File: src/rtl/cs_remap_pkg.sv
package cs_remap_pkg;

  // True when v is a nonzero power of two.
  function automatic logic is_pow2(input logic [31:0] v);
    return (v != 32'd0) && ((v & (v - 32'd1)) == 32'd0);
  endfunction

endpackage

File: src/rtl/cs_pop_check.sv
module cs_pop_check #(
  parameter int CS_W  = 2,
  parameter int CNT_W = $clog2(CS_W + 1)
) (
  input  logic [CS_W-1:0]  mask_i,
  output logic [CNT_W-1:0] pop_o,
  output logic             cfg_ok_o
);
  import cs_remap_pkg::*;

  logic [CNT_W-1:0] part [CS_W+1];

  assign part[0] = '0;

  // Running population count across the mask.
  generate
    for (genvar g = 0; g < CS_W; g++) begin : g_pop
      assign part[g+1] = part[g] + CNT_W'(mask_i[g]);
    end
  endgenerate

  assign pop_o    = part[CS_W];
  assign cfg_ok_o = is_pow2(32'(pop_o));
endmodule

File: src/rtl/cs_rank_select.sv
module cs_rank_select #(
  parameter int CS_W  = 2,
  parameter int CNT_W = $clog2(CS_W + 1)
) (
  input  logic [CS_W-1:0]  mask_i,
  input  logic [CNT_W-1:0] target_i,
  output logic [CS_W-1:0]  sel_o
);
  // rank[g] counts the set mask bits below position g.
  logic [CNT_W-1:0] rank [CS_W+1];

  assign rank[0] = '0;

  generate
    for (genvar g = 0; g < CS_W; g++) begin : g_rank
      assign rank[g+1] = rank[g] + CNT_W'(mask_i[g]);
      assign sel_o[g]  = mask_i[g] && (rank[g] == target_i);
    end
  endgenerate
endmodule

File: src/rtl/cs_remap.sv
module cs_remap #(
  parameter int CS_W  = 2,
  parameter int IDX_W = (CS_W > 1) ? $clog2(CS_W) : 1
) (
  input  logic             clk,
  input  logic             rst_n,
  input  logic             req_valid_i,
  input  logic [CS_W-1:0]  cs_mask_i,
  input  logic [IDX_W-1:0] cs_index_i,
  output logic [CS_W-1:0]  cs_sel_o,
  output logic             cfg_err_o
);
  localparam int CNT_W = $clog2(CS_W + 1);
  localparam int EXT_W = (CNT_W > IDX_W) ? CNT_W : IDX_W;

  // Reset synchroniser: asynchronous assert, synchronous release.
  logic rst_meta_q, rst_sync_n;
  always_ff @(posedge clk or negedge rst_n) begin
    if (!rst_n) begin
      rst_meta_q <= 1'b0;
      rst_sync_n <= 1'b0;
    end else begin
      rst_meta_q <= 1'b1;
      rst_sync_n <= rst_meta_q;
    end
  end

  logic [CNT_W-1:0] pop;
  logic             cfg_ok;
  logic [CNT_W-1:0] target;
  logic [CS_W-1:0]  sel;

  cs_pop_check #(.CS_W(CS_W), .CNT_W(CNT_W)) u_pop (
    .mask_i   (cs_mask_i),
    .pop_o    (pop),
    .cfg_ok_o (cfg_ok)
  );

  // Keep only the low log2(pop) index bits; pop is a power of two when valid.
  logic [EXT_W-1:0] idx_ext, pop_m1;
  assign idx_ext = EXT_W'(cs_index_i);
  assign pop_m1  = EXT_W'(pop) - EXT_W'(1);
  assign target  = CNT_W'(idx_ext & pop_m1);

  cs_rank_select #(.CS_W(CS_W), .CNT_W(CNT_W)) u_rank (
    .mask_i   (cs_mask_i),
    .target_i (target),
    .sel_o    (sel)
  );

  // Next-state logic.
  logic [CS_W-1:0] sel_d;
  logic            err_d;
  always_comb begin
    sel_d = cs_sel_o;
    err_d = cfg_err_o;
    if (req_valid_i) begin
      sel_d = cfg_ok ? sel : '0;
      err_d = !cfg_ok;
    end
  end

  // Register process.
  always_ff @(posedge clk or negedge rst_sync_n) begin
    if (!rst_sync_n) begin
      cs_sel_o  <= '0;
      cfg_err_o <= 1'b0;
    end else begin
      cs_sel_o  <= sel_d;
      cfg_err_o <= err_d;
    end
  end


  onehot_when_ok_chk: assert property (@(posedge clk) disable iff (!rst_sync_n)
    ($past(req_valid_i) && !cfg_err_o) |-> ($countones(cs_sel_o) == 1));


  err_blanks_sel_chk: assert property (@(posedge clk) disable iff (!rst_sync_n)
    cfg_err_o |-> (cs_sel_o == '0));


  idle_hold_chk: assert property (@(posedge clk) disable iff (!rst_sync_n)
    !$past(req_valid_i) |-> ($stable(cs_sel_o) && $stable(cfg_err_o)));


  sel_in_mask_chk: assert property (@(posedge clk) disable iff (!rst_sync_n)
    $past(req_valid_i) |-> ((cs_sel_o & ~$past(cs_mask_i)) == '0));


  err_tracks_pop_chk: assert property (@(posedge clk) disable iff (!rst_sync_n)
    $past(req_valid_i) |-> (cfg_err_o == !$onehot($past(cs_mask_i)) &&
                            $countones($past(cs_mask_i)) != 2) ||
                           ($countones($past(cs_mask_i)) == 2 && !cfg_err_o) ||
                           ($countones($past(cs_mask_i)) == 4 && !cfg_err_o) ||
                           ($countones($past(cs_mask_i)) == 8 && !cfg_err_o));
endmodule

File: config.mk
export PLATFORM = sky130hd
export DESIGN_NAME = cs_remap
export DESIGN_NICKNAME = d
export VERILOG_FILES = /design/src/rtl/cs_remap_pkg.sv /design/src/rtl/cs_pop_check.sv /design/src/rtl/cs_rank_select.sv /design/src/rtl/cs_remap.sv
export SDC_FILE = /design/constraint.sdc
export NUM_CORES = 1
export LEC_CHECK = 0
export CORE_AREA = 5 5 42 44
export CTS_CLUSTER_DIAMETER = 30
export DETAILED_ROUTE_END_ITERATION = 8
export DIE_AREA = 0 0 47 49
export DONT_BUFFER_PORTS = 1
export PLACE_DENSITY_LB_ADDON = 0.2
export SLEW_MARGIN = 5
export SYNTH_ARGS = -nofsm -noshare
export SYNTH_HDL_FRONTEND = slang
export SYNTH_SLANG_ARGS = --single-unit
File: constraint.sdc
create_clock -name clk -period 0.8 [get_ports clk]
set_input_delay 0.04 -clock clk [delete_from_list [all_inputs] [get_ports clk]]
set_output_delay 0.04 -clock clk [all_outputs]
set_load 0.1 [all_outputs]
== Word-level counts from Yosys, hierarchy flattened ==
Cells that the tools add are included.
Widths: inputs -> output; s select.

* Word-level logic and storage cells: 18
* Flip-flop bits (word level): 5

* Equal/unequal tests: 1
* Bitwise gates (word level): 2
* Muxes and demuxes: 1
* Add/subtract/negate cells: 3
* Reduce and logical (&&, ||, !) cells: 7

{| class="wikitable"
|+ Operators with widths
! operator !! count
|-
| $and 2x32->32 || 1
|-
| $logic_not 32->1 || 1
|-
| $logic_and 1x1->1 || 3
|-
| $sub 2x1->3 const B || 1
|-
| $add 1x1->2 || 1
|-
| $and 1x2->2 || 1
|-
| $eq 1x2->1 || 1
|-
| $logic_not 2->1 || 1
|-
| $mux 2 || 1
|-
| $reduce_bool 2->1 || 1
|-
| $sub 2x1->2 const B || 1
|-
| $logic_not 1->1 || 1
|}

== Logic depth before layout (Yosys ltp) ==
* Depth after elaboration: 6
* Depth in mapped cells: 4
* Depth with buffers taken out: 4

== Cells and area by module ==
From an unflattened synthesis, not the netlist that was laid out.

* Cells, all modules: 24
* Area, all modules: 245.2 um^2

{| class="wikitable"
|+ By module, submodules not included
! module !! instances !! cells an instance !! seq. area each (um^2) !! area an instance (um^2)
|-
| cs_remap || 1 || 16 || 125.1 || 180.2
|-
| cs_pop_check || 1 || 5 || 0.0 || 36.3
|-
| cs_rank_select || 1 || 3 || 0.0 || 28.8
|}

== Worst setup path before layout ==
OpenSTA, ideal clock, no wires.

* Path kind: reg2reg
* Start point: register, netlist name cs_sel_o[0]
* End point: register cs_sel_o[0]
* Period minus slack after synthesis: 1299 ps
* Cell stages (with the launch flop): 3
* Path buffers: 0
* Arrival time: 1178 ps
* Path slack: -499 ps
* Library setup time: 120 ps
* Cell sequence: dfrtp_1 -> nor2b_1 -> a41o_1

{| class="wikitable"
|+ RTL lines
! item !! line !! text
|-
| to (signal assigned) || cs_remap.sv:69 || <nowiki>cs_sel_o <= sel_d;</nowiki>
|-
| to (decl) || cs_remap.sv:10 || <nowiki>output logic [CS_W-1:0] cs_sel_o,</nowiki>
|}

== Worst setup path in the final report ==
* Start point: register cs_sel_o[1]
* End point: output port cs_sel_o[1]

No word-level cell between the ends.

==> qor.yml <==
outcome: "complete, but fails checks"
failed_checks: "negative setup slack"
cts-root-buf: "sky130_fd_sc_hd__clkbuf_4"
cts-buffers-inserted: 3
die_x_um: 47
port_buffers: 0
critPathArrivalTime_ps: 900
timing.critical_path.fanout_max: 2
finalNetCount: 37
drv.max_cap_violation_count: 0
layout.cells.most_common_list: "5 x sky130_fd_sc_hd__dlygate4sd3_1, 3 x sky130_fd_sc_hd__inv_1, 3 x sky130_fd_sc_hd__dfrtp_4, 3 x sky130_fd_sc_hd__clkbuf_4, 3 x sky130_fd_sc_hd__buf_12"
hp-class: "input pin to flip-flop"
netlist_area_um2: 209.0
layout-area-overhead-vs-synth_pct: 83.83
slew_violations: 0
synth_top_family_by_area: "simple AND/OR/NAND/NOR gates"
max-clock-path-buffers: 2
multi_input_comb_area_um2: 80.08
clkSlewWorstSetupHoldPaths_ps: 50
design.core.area_um2: 1401
cts_tree: "yes"
yosys.area.top_type_share_pct: 59.88
top_level_ports: 9
synth_sequential_area_ratio_pct: 59.88
worst-r2r-setup-slack_ps: -130
path_cells: "buf_12"
post-route-drc-count: 0
die_area_um2: 2303
grt_start_max_net_pins: 4
post_cts.repair.setup_buffers: 0
synth_fp_nets: 24
clock.fmax_mhz: 1060
critPathSlowestCell: "sky130_fd_sc_hd__dfrtp_4"
fin_area_um2: 384.1
ratio_of_cells_with_drive_above_1_in_the_final_layout_pct: 37.93
synth-xor-area-share_pct: 0
dr_total_vias: 160
clock_latency_ps: 240
synth_top_area_cell: "sky130_fd_sc_hd__dfrtp_1"
grt.overflow.total: 0
synth.ff_latch_count: 5
power.ir.vdd_worst_v: 0.0007637
grt_pass1_vias: 204
crit_path_start_kind: "flip-flop"
fin_cells: 45
dp_slack_ps: -101.0
worst_path_dominant_cell_family: "flip-flops"
grt_antenna_before_repair: 0
netlist_instances: 17
final_common_cell: "sky130_fd_sc_hd__dlygate4sd3_1"
yosysWarningCount: 0
hold_violations: 0
synthesis.area_per_instance_um2: 12.29
muxShareOfSynthArea_pct: 5.389
unrepaired_setup_endpoints_after_global_routing: "true"
cts_sinks: 5
post_dp_cell_area_um2: 262.8
first_pass_iters: 1
gp_routability_congestion: 0.6298
worst-path-buf-inv: 1
yosys.area_share.simple_pct: 11.98
setup_viol: 6
capturing_element_type_of_the_critical_path: "output pin"
timing.final.ws_setup_ps: -143.5
overall_global_routing_usage_pct: 5.737
timing_worst_setup_path_type: "flip-flop to output pin"
power_leakage_nw: 0.1788
final.setup.tns_ps: -715.4
synth_cell_type_count: 8
post_synth_main_area_contributors: "sky130_fd_sc_hd__dfrtp_1 60%, sky130_fd_sc_hd__a41o_1 9.6%, sky130_fd_sc_hd__ha_1 6.0%"
synth_compound_gate_area_share_pct: 9.581
grt_pass1_wl_um: 862
register_area_um2: 136.4
final_period_minus_worst_setup_slack_ps: 943.5
detail_route.iter0.violations: 0
clock_tree.htree_level_count: 1
num_antenna_cells: 0
period_share_pct: 117.9
setup_skew_ps: 6.437
layout.filler_cells: 158
power_density_nw_per_um2: 2147
worst_ep_required_time_ps: 760
viasPerCell: 3.556
dpl.cell_count: 36
floorplan.rows: 14
chipHeight_um: 49
drt-total-wl_um: 487
dp_hpwl_um: 354.6
cpPeakStageDelay_ps: 480
wirelength_per_cell_um: 10.82
yosys.area_share.adder_pct: 5.988
antenna_left: 0
initial_utilization_pct: 14.91
[state kept, by name (all words and copies together) (netlist names)]
name        cells
cs_sel_o        2
cfg_err_o       1
rst_meta_q      1
rst_sync_n      1
[routing by layer]
metal / part of all wire [%] / wire length (µm) / track usage, %
met3: 13 / 64 / 5.535
met4: 0 / 0 / 4.147
met5: 0 / 0 / 0
met1: 41 / 201 / 5.817
met2: 46 / 222 / 7.014
[area by class of cell]
cell class / count / area share, %
clock buffer: 4 / 6.840
inverter: 3 / 2.932
sequential: 5 / 35.50
tap: 16 / 5.212
multi-input combinational: 9 / 20.85
timing repair buffer: 8 / 28.66
[synth_stat cells]
master	instances
sky130_fd_sc_hd__dfrtp_1	5
sky130_fd_sc_hd__inv_1	3
sky130_fd_sc_hd__nor2b_1	2
sky130_fd_sc_hd__conb_1	1
sky130_fd_sc_hd__nand2b_1	2
sky130_fd_sc_hd__a41o_1	2
sky130_fd_sc_hd__mux2_2	1
sky130_fd_sc_hd__ha_1	1
[power breakdown]
group,switching (mW),internal (mW),total (mW)
Sequential,0.0180,0.282,0.300
Clock,0.107,0.189,0.296
Combinational,0.132,0.0962,0.229
[cell families (layout without fill, tap and decap cells)]
group	Yosys count	in the layout
AO/OA/AOI/OAI	2	2
adder cells (fa/ha/maj)	1	1
buffers and inverters	3	15
flip-flops	5	5
multiplexers	1	1
other	1	1
AND/OR/NAND/NOR	4	4
[per-stage QoR]
step                utilization, %  hold WS, ps  total power, mW
floorplan                        -       -255.6           0.4308
global placement             18.75       -255.5           0.4602
detailed placement           18.75       -255.5           0.4612
CTS                          26.16        16.83           0.8419
global route                 27.41        26.38           0.8737
finish                       27.41        23.97           0.8246
[path summary, 6_finish.rpt]
check,from,endpoint,depth (start not counted)
setup / recovery,cs_sel_o[1],cs_sel_o[1],1
hold / removal,req_valid_i,cs_sel_o[0],2
setup reg to reg,cs_sel_o[1],cs_sel_o[1],2
hold reg to reg,rst_sync_n,cs_sel_o[0],0
max in group asynchronous,rst_sync_n,cfg_err_o,0
min in group asynchronous,rst_n,rst_meta_q,1
[timing repair]
action,in CTS,in global routing
hold buffers,4,1
endpoints found under the setup margin,6,6
endpoints found under the hold margin,5,1
resized for setup,9,2
No activity file was read; power rests on OpenSTA's default activity.
